File: config.mk
export PLATFORM = sky130hd
export DESIGN_NAME = lfsr_dual_core
export DESIGN_NICKNAME = d
export VERILOG_FILES = /design/src/rtl/lfsr_dual_pkg.sv /design/src/rtl/lfsr_ctrl.sv /design/src/rtl/lfsr_fb_net.sv /design/src/rtl/lfsr_dual_core.sv
export SDC_FILE = /design/constraint.sdc
export NUM_CORES = 1
export LEC_CHECK = 0
export ABC_AREA = 1
export BUFFER_PORTS_ARGS = -buffer_cell sky130_fd_sc_hd__buf_2
export CAP_MARGIN = 20
export CELL_PAD_IN_SITES_DETAIL_PLACEMENT = 2
export CELL_PAD_IN_SITES_GLOBAL_PLACEMENT = 2
export CORE_ASPECT_RATIO = 1.5
export CORE_MARGIN = 2
export CORE_UTILIZATION = 27
export DETAILED_ROUTE_END_ITERATION = 12
export GPL_TIMING_DRIVEN = 0
export PLACE_DENSITY = 0.87
export SKIP_CTS_REPAIR_TIMING = 1
export SYNTH_ARGS = -nofsm -noshare
export SYNTH_HDL_FRONTEND = slang
export SYNTH_SLANG_ARGS = --single-unit
export TNS_END_PERCENT = 1
File: constraint.sdc
create_clock -name clk -period 1 [get_ports clk]
set_input_delay 0 -clock clk [delete_from_list [all_inputs] [get_ports clk]]
set_output_delay 0 -clock clk [all_outputs]
set_load 0.02 [all_outputs]
File: src/rtl/lfsr_dual_pkg.sv
package lfsr_dual_pkg;

    typedef enum logic [1:0] {
        ACT_HOLD = 2'd0,
        ACT_SEED = 2'd1,
        ACT_STEP = 2'd2
    } lfsr_act_e;

    typedef struct packed {
        lfsr_act_e act;
        logic      short_sec;
    } lfsr_ctrl_t;

    function automatic lfsr_act_e pick_action(input logic load, input logic run);
        if (load)
            return ACT_SEED;
        else if (run)
            return ACT_STEP;
        return ACT_HOLD;
    endfunction

endpackage

File: src/rtl/lfsr_ctrl.sv
module lfsr_ctrl
    import lfsr_dual_pkg::*;
(
    input  logic       phase_sel,
    input  logic       seed_load,
    input  logic       run_en,
    output lfsr_ctrl_t ctrl
);
    always_comb begin
        ctrl.act       = pick_action(seed_load, run_en);
        ctrl.short_sec = phase_sel;
    end
endmodule

File: src/rtl/lfsr_fb_net.sv
module lfsr_fb_net #(
    parameter int          N    = 24,
    parameter logic [N-1:0] TAPS = '1
) (
    input  logic [N-1:0] stages,
    output logic         fb
);
    logic [N:0] chain;
    assign chain[0] = 1'b0;
    for (genvar i = 0; i < N; i++) begin : g_tap
        if (TAPS[i]) begin : g_on
            assign chain[i+1] = chain[i] ^ stages[i];
        end else begin : g_off
            assign chain[i+1] = chain[i];
        end
    end
    assign fb = chain[N];
endmodule

File: src/rtl/lfsr_dual_core.sv
module lfsr_dual_core
    import lfsr_dual_pkg::*;
#(
    parameter int                 WIDTH     = 24,
    parameter int                 DET_LEN   = 16,
    parameter logic [WIDTH-1:0]   TAPS_RAND = 24'hE10000,
    parameter logic [DET_LEN-1:0] TAPS_DET  = 16'hD008,
    parameter logic [WIDTH-1:0]   RST_SEED  = 24'h5A3C96
) (
    input  logic             clk,
    input  logic             rst,
    input  logic             phase_sel,
    input  logic             seed_load,
    input  logic             seed_bit,
    input  logic             run_en,
    output logic [WIDTH-1:0] state_q
);
    localparam int LO_MSB = DET_LEN - 1;

    lfsr_ctrl_t       ctrl;
    logic             fb_rand;
    logic             fb_det;
    logic [WIDTH-1:0] state_d;

    lfsr_ctrl u_ctrl (
        .phase_sel (phase_sel),
        .seed_load (seed_load),
        .run_en    (run_en),
        .ctrl      (ctrl)
    );

    lfsr_fb_net #(.N(WIDTH), .TAPS(TAPS_RAND)) u_fb_rand (
        .stages (state_q),
        .fb     (fb_rand)
    );

    lfsr_fb_net #(.N(DET_LEN), .TAPS(TAPS_DET)) u_fb_det (
        .stages (state_q[LO_MSB:0]),
        .fb     (fb_det)
    );

    always_comb begin
        logic in_bit;
        state_d = state_q;
        in_bit  = (ctrl.act == ACT_SEED) ? seed_bit
                : (ctrl.short_sec ? fb_det : fb_rand);
        if (ctrl.act != ACT_HOLD) begin
            if (ctrl.short_sec)
                state_d[LO_MSB:0] = {state_q[LO_MSB-1:0], in_bit};
            else
                state_d = {state_q[WIDTH-2:0], in_bit};
        end
    end

    always_ff @(posedge clk) begin
        if (rst)
            state_q <= RST_SEED;
        else
            state_q <= state_d;
    end
endmodule

Yosys cells after proc, flatten, opt, wreduce, memory -nomap -nowiden
Cells that the tools add are included.

Register bits after elaboration: 24. Latch bits: 0. Memory bits (writable): 0. Memory bits (read-only): 0. Output and inout bits: 24. Word-level logic and storage cells: 19. Memories kept: 0.

$add $sub $neg: 0. Multipliers: 0. Div/mod/pow operators: 0. Magnitude comparators: 0. Equal/unequal tests: 1. Shift-type cells: 0. Multiplexer cells: 7. Bitwise operators: 7. Reductions and logical operators: 2.

Operators with widths (number): $mux W2 (3); $xor A1 B1 Y1 (6); $mux W1 (4); $eq A2 B1 Y1 const B (1); $reduce_and A2 Y1 (1); $reduce_bool A2 Y1 (1); $not A1 Y1 (1).

Logic depth before layout (Yosys ltp)
Gate-level depths: netlist (run 1).

Depth in word-level cells: 5. Depth in mapped cells: 8. Mapped depth without buffers: 8.

By module
Synthesis (run 1) repeated with hierarchy kept, for this count alone.

Cell total of the unflattened synthesis: 147. Area total of the unflattened synthesis: 1059.8 um^2.

By module, submodules not included: lfsr_dual_core (instances 1, cells each 113, area each 913.4 um^2); lfsr_fb_net (instances 2, cells each 15, area each 63.8 um^2); lfsr_ctrl (instances 1, cells each 4, area each 18.8 um^2).

Worst setup path before layout (run 1)
Ideal clock, no wire load.

Path type: flip-flop to flip-flop. From: register state_q[15]. To: register state_q[0]. Setup time: 0.117 ns. Data arrival time: 0.918 ns. Path slack: -0.036 ns. Stages on the path, launching flop included: 8. Buffers on the path: 0. Path through: dfxtp_1 inv_1 nand2_1 nand2_1 nand2_1 nand3_1 nand3_1 a21oi_2.

Word-level cells in the longest chain between the ends: 3.

RTL lines: start, declared (line lfsr_dual_core.sv:16) `output logic [WIDTH-1:0] state_q`; start signal, assigned (line lfsr_dual_core.sv:59) `state_q <= state_d;`; $xor A1 B1 Y1 (line lfsr_fb_net.sv:12) `assign chain[i+1] = chain[i] ^ stages[i];`; $mux W1 (line lfsr_dual_core.sv:46) `: (ctrl.short_sec ? fb_det : fb_rand);`; $mux W1 (line lfsr_dual_core.sv:45) `in_bit = (ctrl.act == ACT_SEED) ? seed_bit`.

Every way passes these cells. A chain may end at the register's enable or synchronous reset.

Worst setup path in the final report (run 1)
From: register state_q[16]. To: register state_q[0].

Word-level cells in the longest chain between the ends: 5.

RTL lines (line): $xor A1 B1 Y1 (3 in series) (lfsr_fb_net.sv:12); $mux W1 (lfsr_dual_core.sv:46); $mux W1 (lfsr_dual_core.sv:45).

Every way passes these cells.

==> results of run 1 <==
## final timing paths
path	startpoint	to	cells past startpoint
setup / recovery	state_q[16]$_SDFFE_PP0P_	state_q[0]$_SDFFE_PP0P_	8
hold / removal	rst	state_q[4]$_SDFFE_PP1P_	3
setup reg to reg	state_q[16]$_SDFFE_PP0P_	state_q[0]$_SDFFE_PP0P_	8
hold reg to reg	state_q[10]$_SDFFE_PP1P_	state_q[11]$_SDFFE_PP1P_	2
## stage by stage
step | hold WS [ns] | instances | utilization (%)
finish | -0.000454 | 211 | 36.3
global placement | 0.234 | 206 | 33.5
detailed placement | 0.252 | 206 | 33.5
floorplan | 0.0624 | 134 | -
CTS | -0.0493 | 209 | 34.6
global route | 0.00993 | 211 | 36.3
## area by class of cell
| class | instances | area, sq um | area share (%) |
|---|---|---|---|
| sequential | 24 | 498 | 37.9 |
| multi-input combinational | 90 | 454 | 34.6 |
| timing repair buffer | 31 | 163 | 12.4 |
| inverter | 15 | 63.8 | 4.86 |
| tap | 43 | 53.8 | 4.10 |
| clock buffer | 3 | 41.3 | 3.14 |
| buffer | 5 | 40.0 | 3.05 |
## cells by family after synthesis
group | after synthesis | share of synthesized area (%)
AO/OA/AOI/OAI | 27 | 15.1
buffers and inverters | 20 | 9.85
flip-flops | 24 | 47.9
AND/OR/NAND/NOR | 63 | 27.2
## per-layer routing
layer | wire length, um | share of wire [%] | up-vias
met5 | 0 | 0 | -
met4 | 80 | 2.6 | 0
met3 | 127 | 4.1 | 8
met2 | 1710 | 56 | 25
met1 | 1150 | 37 | 480
li1 | - | - | 496
## Yosys cell counts
master / number / area, sq um
nand2_1: 38 / 143
inv_1: 13 / 48.8
nand3_1: 10 / 50.1
nor2_8: 1 / 20.0
nor2_1: 13 / 48.8
a21oi_2: 1 / 8.76
buf_2: 2 / 10.0
inv_2: 1 / 3.75
inv_4: 1 / 6.26
o211ai_1: 2 / 15.0
nor2_4: 1 / 11.3
a22oi_2: 1 / 12.5
buf_4: 1 / 7.51
buf_6: 2 / 22.5
a21oi_1: 9 / 45.0
dfxtp_1: 24 / 480
o21ai_1: 5 / 25.0
o21ai_0: 9 / 45.0
## power by group through the flow
stage / Sequential, mW / Combinational, mW / Clock, mW
6_report: 1.12 / 0.484 / 0.575
3_3_place_gp: 1.13 / 0.439 / 0
4_1_cts: 1.11 / 0.469 / 0.605
2_1_floorplan: 1.22 / 0.200 / 0
5_1_grt: 1.13 / 0.535 / 0.634
3_5_place_dp: 1.13 / 0.465 / 0
## worst reg2reg max path: cells and delay by family (launching register included)
kind	cells	cell delay [ns]
compound gates	1	0.14
buf+inv	2	0.11
simple gates	5	0.32
flops	1	0.36
## layout by cell type, fill, tap and decap left out
master / instances
nor2_4: 1
nor2_2: 1
buf_4: 2
o21ai_1: 5
inv_4: 3
a21oi_2: 1
nand3_2: 3
clkbuf_8: 3
nand3_1: 7
dfxtp_4: 3
a21oi_1: 9
dfxtp_2: 5
o211ai_1: 2
buf_2: 31
inv_1: 4
inv_2: 8
nand2_2: 2
nand2_1: 35
nand2_4: 1
buf_6: 2
dlygate4sd3_1: 1
nor2_8: 1
dfxtp_1: 16
o21ai_0: 9
nor2_1: 12
a22oi_2: 1
==> impl_metrics.csv, run 1 <==
group,metric,value,unit
run_status,outcome,"finished with violations",
run_status,violations,"hold timing",
sta,skew,0.00182,ns
worst_setup_path,arrival,1.21,ns
pwr,power.switching,0.695,mW
floorplan,pin_count,30,
logic_synthesis,syn_avg_cell_area,7.49,sq um
global_routing,grt_overflow,0,
sta,finalHoldWorstSlack,-0.000454,ns
worst_setup_path,crit_family,"flip-flops",
pwr,clockPowerShare,26.4,%
clock_tree,clockBufferDepth,2,
routing,antenna_left,0,
sta,worst_pin_slew,0.231,ns
placement,dpl.hpwl,2390,um
global_routing,grt_pass1_wl,4710,um
logic_synthesis,synth_cells,134,
floorplan,die_w,53.8,um
logic_synthesis,ys_seq_area_share,47.9,%
sta,setup_slack,0.00368,ns
global_routing,met2_usage,27.4,%
pwr,power_switching_share,31.9,%
sta,fin_crit,0.996,ns
cells_and_area,drive_gt1_share,40.5,%
logic_synthesis,syn_nets,140,
floorplan,num_rows,27,
routing,routedWlPerCell,14.5,um
global_routing,grt_use_met1,16.7,%
sta,rsz0062_at_grt,"true",
cells_and_area,reg_top3,"state_q x24",
routing,routed_wl,3070,um
placement,io_buffers,29,
worst_hold_path,hold_path.class,"in -> reg",
logic_synthesis,synth.cell_area,1000,sq um
floorplan,dieArea,4230,sq um
worst_setup_path,crit_path_cell_trace,"inv_2 > nand2_2 > nand2_1 > inv_1 > nand2_1 > nand3_2 > nand3_2 > a21oi_2",
floorplan,dieHeight,78.7,um
worst_setup_path,startpoint_type,"flip-flop",
worst_setup_path,crit_path_max_incr_delay,0.36,ns
worst_setup_path,cp_data_required_time,1.21,ns
cells_and_area,largest_register_ffs,24,
worst_setup_path,reg2reg_slack,0.004,ns
worst_setup_path,endpoint_kind,"flip-flop",
logic_synthesis,yosys_register_bits,24,
sta,hold_violations,1,
global_routing,globalRouteTotalUtil,15.7,%
pwr,power.total,2.18,mW
logic_synthesis,ys_warn_count,0,
job,cap_violations,0,
clock_tree,clkTransAtPathRegs,0.08,ns
cells_and_area,diodes,0,
pwr,p_leak,0.636,nW
global_routing,grt-busiest-layer,"met2",
worst_setup_path,worstPathMaxFanout,4,
placement,placed_cell_area,1210,sq um
pwr,p_int,1.48,mW
clock_tree,insertion_delay,0.27,ns
clock_tree,htree_levels,1,
worst_setup_path,critPathKind,"reg -> reg",
worst_setup_path,slowest_stage,"dfxtp_2",
floorplan,initial_core_util,27.8,%
sta,slew_violations,0,
placement,place_ws,-0.0743,ns
clock_tree,clock_sinks,24,
sta,clock.fmax,1000,MHz
cells_and_area,area_delta_synth_final,30.9,%
routing,drt_pass1_iterations,3,
sta,fin_tns_setup,0,ns
cells_and_area,regMostFlops,"state_q",
global_routing,grt_start_max_net_pins,13,
cells_and_area,fillers,443,
sta,setup_violations,0,
floorplan,design.core.area,3610,sq um
logic_synthesis,ys_types,18,
routing,vias,1009,
clock_tree,cts_made_buffers,3,
pwr,pwr-share-seq,51.3,%
sta,max-slew-margin-rel,84.5,%
routing,drc,0,
clock_tree,cts_root_buffer,"clkbuf_8",
cells_and_area,fin_area,1310,sq um
global_routing,grt_pass1_vias,1003,
pwr,powerDensity,1660,nW/um^2
routing,vias_per_cell,4.78,
routing,drtIter0Drc,7,
clock_tree,cts_tree,"built",
placement,finalWeightedCongestion,0.730,
pwr,pwr-share-comb,22.2,%
global_routing,met3_usage,2.85,%
global_routing,antenna_found_initial,0,
cells_and_area,finalNetCount,176,
worst_setup_path,cp_num_buf_inv,2,
pwr,max-vdd-ir-drop,910,uV
sta,finalCritPeriodShare,99.6,%
Power figures use the tool's default switching activity.
==> run 2: changes to the inputs <==
- ABC_AREA: 1 -> 0
- CORE_UTILIZATION: 27 -> 30
- PLACE_DENSITY: 0.87 -> 0.9
- SETUP_SLACK_MARGIN: not set -> 0.02
- clock period: 1 -> 1.3 ns (I/O delays scaled with it)
==> run 2 against run 1 <==
Compared with the run above:
- the flow now finishes without violations
- sequential share of layout area rose by 0.078 points
- setup slack improved by 0.12 ns
- wire length fell by 3.7%
- register-to-register slack improved by 0.12 ns
- sequential power fell by 24%
- via count fell by 8.7%
- global-route usage rose by 1.4 points
- cell count fell by 11%
- combinational power fell by 32%
- area after synthesis did not move
- final area fell by 3.7%
- largest power group unchanged
- highest routed layer unchanged
==> impl_metrics.csv, run 2 <==
group,metric,value,unit
run_status,outcome,"completed",
sta,skew,0.00533,ns
routing,routedWlPerCell,15.7,um
worst_setup_path,crit_family,"flip-flops",
sta,hold_violations,0,
logic_synthesis,synth_edf_count,0,
cells_and_area,multiInputGateArea,468,sq um
job,cap_violations,0,
pwr,powerDensity,1450,nW/um^2
floorplan,dieArea,3830,sq um
clock_tree,cts_tree,"built",
placement,dpl.hpwl,2270,um
floorplan,die_w,51.2,um
worst_hold_path,hp-start,"rst",
logic_synthesis,yosys_register_bits,24,
cells_and_area,regMostFlops,"state_q",
clock_tree,htree_levels,1,
worst_setup_path,startpoint,"state_q[15]$_SDFFE_PP0P_",
worst_setup_path,worstPathMaxFanout,4,
pwr,max-vdd-ir-drop,523,uV
cells_and_area,fin_util,39.6,%
logic_synthesis,ys_types,20,
logic_synthesis,synth_most_common_cell,"nand2_1",
clock_tree,clkTransAtPathRegs,0.09,ns
worst_setup_path,reg2reg_slack,0.12,ns
pwr,pwr-share-comb,17.9,%
sta,fin_crit,1.18,ns
routing,vias_per_cell,4.90,
worst_hold_path,hold_path.class,"in -> reg",
worst_setup_path,reg2reg_depth,3,
worst_setup_path,rr_endpoint,"state_q[0]$_SDFFE_PP0P_",
logic_synthesis,synth_area_leaders,"dfxtp_1, nand2_1, nand3b_1",
sta,setup_violations,0,
clock_tree,cts_root_buffer,"clkbuf_8",
cells_and_area,diodes,0,
cells_and_area,final_common_cell,"nand2_1",
sta,fin_tns_setup,0,ns
worst_setup_path,cp_num_buf_inv,0,
logic_synthesis,async_flop_share,0,%
global_routing,globalRouteTotalUtil,17.1,%
floorplan,initial_core_util,31.5,%
floorplan,design.core.area,3190,sq um
routing,drt_pass1_iterations,3,
sta,rsz0062_at_grt,"false",
worst_setup_path,crit_path_max_incr_delay,0.41,ns
placement,finalWeightedCongestion,0.709,
pwr,power.switching,0.505,mW
global_routing,antenna_found_initial,0,
worst_setup_path,arrival,1.34,ns
logic_synthesis,syn_nets,122,
pwr,power_switching_share,27.5,%
cells_and_area,seq_area,480,sq um
routing,vias,921,
placement,io_buffers,28,
sta,finalCritPeriodShare,90.8,%
sta,worst_pin_slew,0.593,ns
routing,drc,0,
sta,max-slew-margin-rel,60.5,%
worst_setup_path,crit_path_cell_trace,"xor2_1 > xnor2_1 > a221o_1",
sta,clock.fmax,847,MHz
routing,routed_wl,2950,um
worst_setup_path,cp_data_required_time,1.46,ns
clock_tree,insertion_delay,0.27,ns
cells_and_area,largest_register_ffs,24,
placement,dpl.cell_count,184,
global_routing,grt_pass1_wl,4970,um
cells_and_area,fillers,413,
cells_and_area,reg_top3,"state_q x24",
pwr,p_leak,0.558,nW
worst_setup_path,r2r-start,"state_q[15]$_SDFFE_PP0P_",
logic_synthesis,ys_warn_count,0,
pwr,p_int,1.33,mW
global_routing,grt_pass1_vias,1033,
worst_hold_path,hold_depth,2,
global_routing,grt_overflow,0,
logic_synthesis,ys_seq_area_share,47.9,%
clock_tree,clock_sinks,24,
routing,antenna_left,0,
worst_setup_path,endpoint_kind,"flip-flop",
sta,slew_violations,0,
logic_synthesis,yosys_most_used_dff,"dfxtp_1",
floorplan,pin_count,30,
logic_synthesis,yosys-top-cells-count,"nand2_1, dfxtp_1, nand3b_1",
cells_and_area,finalNetCount,155,
cells_and_area,finalNonFillerCells,188,
pwr,pwr-share-seq,46.1,%
floorplan,num_rows,25,
logic_synthesis,yosysTopAreaCellShare,47.9,%
clock_tree,clockBufferDepth,2,
logic_synthesis,synth_cells,116,
logic_synthesis,syn_avg_cell_area,8.65,sq um
worst_setup_path,startpoint_type,"flip-flop",
routing,drtIter0Drc,11,
floorplan,dieHeight,74.8,um
logic_synthesis,synth.cell_area,1000,sq um
worst_hold_path,hold_path_end,"state_q[7]$_SDFFE_PP1P_",
worst_setup_path,slowest_stage,"dfxtp_1",
worst_setup_path,critPathKind,"reg -> reg",
cells_and_area,area_delta_synth_final,26.1,%
global_routing,grt_start_max_net_pins,15,
logic_synthesis,yosys.area.top_type,"dfxtp_1",
pwr,clockPowerShare,36.0,%
cells_and_area,mostFrequentLayoutCells,"nand2_1, buf_2, dfxtp_1",
cells_and_area,drive_gt1_share,29.7,%
clock_tree,cts_made_buffers,3,
run 2: changes by cell type after synthesis, moves of 4 or more:
cell and change:
inv_1 -13, nor2_1 -13, nand3b_1 +12, nand3_1 -10, o21ai_0 -9, nand2_1 +7
o21ai_1 -5, xnor2_1 +4
run 2: cell type report:
class | instances | area share (%)
Sequential cell | 24 | 38.0
Timing Repair Buffer | 28 | 11.1
Clock buffer | 3 | 3.26
Tap cell | 40 | 3.96
Multi-Input combinational cell | 85 | 37.0
Clock inverter | 1 | 2.37
Buffer | 7 | 4.35
run 2: stage by stage:
| stage | worst slack, ns | total power, mW | cell area, sq um | hold WS (ns) |
|---|---|---|---|---|
| floorplan | 0.138 | 1.07 | 1000 | 0.106 |
| global placement | 0.198 | 1.17 | 1190 | 0.296 |
| detailed placement | 0.174 | 1.20 | 1190 | 0.308 |
| CTS | 0.109 | 1.86 | 1260 | 0.0290 |
| global route | 0.0672 | 1.92 | 1260 | 0.0452 |
| finish | 0.120 | 1.84 | 1260 | 0.0355 |
run 2: cells by family after synthesis:
group                  after synthesis  synth area share, %
buffers and inverters                7                 5.49
AND/OR/NAND/NOR                     64                 31.5
flip-flops                          24                 47.9
XOR/XNOR                             6                 5.24
AO/OA/AOI/OAI                       15                 9.85
run 2: worst max-delay path by stage:
| stage | endpoint | slack (ns) | cells past startpoint |
|---|---|---|---|
| 5_1_grt | state_q[0]$_SDFFE_PP0P_ | 0.07 | 3 |
| 2_1_floorplan | state_q[0]$_SDFFE_PP0P_ | 0.14 | 3 |
| 4_1_cts | state_q[0]$_SDFFE_PP0P_ | 0.11 | 3 |
| 3_5_place_dp | state_q[0]$_SDFFE_PP0P_ | 0.17 | 3 |
| 3_3_place_gp | state_q[0]$_SDFFE_PP0P_ | 0.20 | 3 |
| 6_report | state_q[0]$_SDFFE_PP0P_ | 0.12 | 3 |
run 2: power groups by stage:
| stage | clock [mW] | sequential (mW) | combinational [mW] |
|---|---|---|---|
| detailed placement | 0 | 0.864 | 0.333 |
| CTS | 0.675 | 0.847 | 0.337 |
| finish | 0.662 | 0.846 | 0.329 |
| global route | 0.699 | 0.857 | 0.363 |
| global placement | 0 | 0.859 | 0.315 |
| floorplan | 0 | 0.925 | 0.148 |
run 2: per-layer routing:
layer,vias up,track usage [%],share of wire [%]
met3,4,2.38,3.6
li1,440,-,-
met4,0,5.26,1.4
met5,-,0,0
met2,23,33.9,57
met1,454,18.5,38
==> run 3: changes to the inputs <==
--- a/config.mk
+++ b/config.mk
@@ -17,5 +17,6 @@
 export GPL_TIMING_DRIVEN = 0
-export PLACE_DENSITY = 0.9
+export PLACE_DENSITY = 0.83
 export SETUP_SLACK_MARGIN = 0.02
 export SKIP_CTS_REPAIR_TIMING = 1
+export SLEW_MARGIN = 10
 export SYNTH_ARGS = -nofsm -noshare
==> constraint.sdc (replaced) <==
create_clock -name clk -period 1.3 [get_ports clk]
set_input_delay 0.26 -clock clk [delete_from_list [all_inputs] [get_ports clk]]
set_output_delay 0.26 -clock clk [all_outputs]
set_load 0.02 [all_outputs]
==> run 3 against run 2 <==
Compared with the run above:
- non-clock buffer count stayed put
- total power fell by 8.8%
- die area unchanged
- utilization down 0.51 points
- clock power is 23% lower
- fmax rose by 3.8%
- via count shrank 0.54%
- hold slack gained 0.25 ns
- wire length shrank 8.0%
- sequential cell count is the same
- combinational power fell by 2%
- critical path depth down 2
- largest power group unchanged
- highest routed layer unchanged
==> impl_metrics.csv, run 3 (synthesis results as in run 2) <==
group,metric,value,unit
run_status,outcome,"completed",
worst_setup_path,crit_path_cell_trace,"buf_2",
sta,rsz0062_at_grt,"false",
cells_and_area,fillers,383,
worst_hold_path,hold_path.class,"in -> reg",
pwr,p_leak,0.552,nW
routing,routed_wl,2720,um
floorplan,dieArea,3830,sq um
sta,slew_violations,0,
cells_and_area,regMostFlops,"state_q",
cells_and_area,mostFrequentLayoutCells,"nand2_1, buf_2, dfxtp_1",
worst_setup_path,startpoint_type,"flip-flop",
worst_setup_path,endpoint_kind,"primary output",
worst_setup_path,reg2reg_slack,0.18,ns
cells_and_area,drive_gt1_share,29.7,%
worst_setup_path,worstPathMaxFanout,4,
global_routing,grt_pass1_wl,4730,um
cells_and_area,reg_top3,"state_q x24",
routing,route.met3.wl,108,um
floorplan,die_w,51.2,um
routing,drt_pass1_iterations,3,
routing,routedWlPerCell,14.5,um
global_routing,grt_pass1_vias,1017,
sta,fin_tns_setup,0,ns
placement,finalWeightedCongestion,0.757,
clock_tree,clock_sinks,24,
floorplan,design.core.area,3190,sq um
sta,fin_crit,1.14,ns
routing,vias,916,
cells_and_area,area_delta_synth_final,24.4,%
sta,skew,0.00277,ns
placement,io_buffers,28,
cells_and_area,final_common_cell,"nand2_1",
sta,worst_pin_slew,0.578,ns
cells_and_area,diodes,0,
routing,top_layer,"met4",
worst_setup_path,cp_num_buf_inv,1,
global_routing,globalRouteTotalUtil,16.5,%
clock_tree,insertion_delay,0.26,ns
cells_and_area,finalNetCount,155,
worst_setup_path,cp_data_required_time,1.04,ns
worst_setup_path,reg2reg_depth,3,
global_routing,grt_start_max_net_pins,14,
clock_tree,clockBufferDepth,2,
routing,drtIter0Drc,3,
floorplan,dieHeight,74.8,um
cells_and_area,largest_register_ffs,24,
clock_tree,htree_levels,1,
worst_setup_path,rr_endpoint,"state_q[0]$_SDFFE_PP0P_",
job,cap_violations,0,
sta,clock.fmax,880,MHz
clock_tree,cts_made_buffers,3,
worst_hold_path,hp-start,"rst",
routing,wl_met2,1490,um
floorplan,initial_core_util,31.5,%
routing,antenna_left,0,
floorplan,num_rows,25,
clock_tree,cts_root_buffer,"clkbuf_8",
sta,finalHoldWorstSlack,0.289,ns
routing,wl_met1,1080,um
clock_tree,cts_tree,"built",
sta,hold_violations,0,
sta,finalCritPeriodShare,87.5,%
worst_setup_path,slowest_stage,"dfxtp_1",
worst_setup_path,crit_family,"flip-flops",
worst_setup_path,r2r-start,"state_q[3]$_SDFFE_PP0P_",
clock_tree,clkTransAtPathRegs,0.09,ns
routing,drc,0,
placement,dpl.hpwl,2100,um
global_routing,antenna_found_initial,0,
worst_hold_path,hold_depth,2,
sta,max-slew-margin-rel,61.5,%
worst_setup_path,arrival,0.88,ns
floorplan,pin_count,30,
worst_setup_path,critPathKind,"reg -> out",
sta,setup_violations,0,
worst_setup_path,crit_path_max_incr_delay,0.41,ns
worst_hold_path,hold_path_end,"state_q[7]$_SDFFE_PP1P_",
routing,vias_per_cell,4.87,
pwr,max-vdd-ir-drop,519,uV
global_routing,grt_overflow,0,
pwr,powerDensity,1340,nW/um^2
[run 3: cell count changes in the layout (fill, tap and decap cells not counted), sizes merged]
cell and delta:
bufinv -1, clkbuf +1
[run 3: cell type report]
cell class / instances / area (sq um) / area share (%)
timing repair buffer: 28 / 140 / 11.2
buffer: 7 / 55.1 / 4.41
sequential: 24 / 480 / 38.5
multi-input combinational: 85 / 468 / 37.5
clock buffer: 4 / 55.1 / 4.41
tap: 40 / 50.0 / 4.01
[run 3: worst register-to-register path: stages, from the launching register on]
cell     delay, ns
dfxtp_1       0.40
xor2_1        0.20
xnor2_1       0.10
a221o_1       0.31
[run 3: per-layer routing]
layer	up-vias	track usage [%]
met5	-	0
met4	0	6.14
met3	4	2.38
met2	23	32.9
met1	448	17.1
li1	441	-
[run 3: per-stage QoR]
stage	area [sq um]	util [%]	power, mW	instances	setup slack [ns]
2_1_floorplan	1000	-	1.07	116	0.138
3_3_place_gp	1190	37.4	1.17	184	0.127
3_5_place_dp	1190	37.4	1.19	184	0.101
4_1_cts	1250	39.1	1.70	188	0.157
5_1_grt	1250	39.1	1.77	188	0.0813
6_report	1250	39.1	1.68	188	0.163
[run 3: how the worst max path moves through the flow]
stage	startpoint	end	depth (start not counted)
global placement	run_en	state_q[7]$_SDFFE_PP1P_	6
CTS	state_q[12]$_SDFFE_PP1P_	state_q[12]	1
finish	state_q[14]$_SDFFE_PP0P_	state_q[14]	1
floorplan	state_q[22]$_SDFFE_PP1P_	state_q[0]$_SDFFE_PP0P_	3
global route	state_q[3]$_SDFFE_PP0P_	state_q[0]$_SDFFE_PP0P_	3
detailed placement	run_en	state_q[7]$_SDFFE_PP1P_	6
[run 3: report_power, final]
part           leakage, nW  internal [mW]  switching [mW]  total, mW
clock               0.0288          0.270           0.237      0.508
sequential           0.200          0.793          0.0526      0.846
combinational        0.323          0.127           0.195      0.322
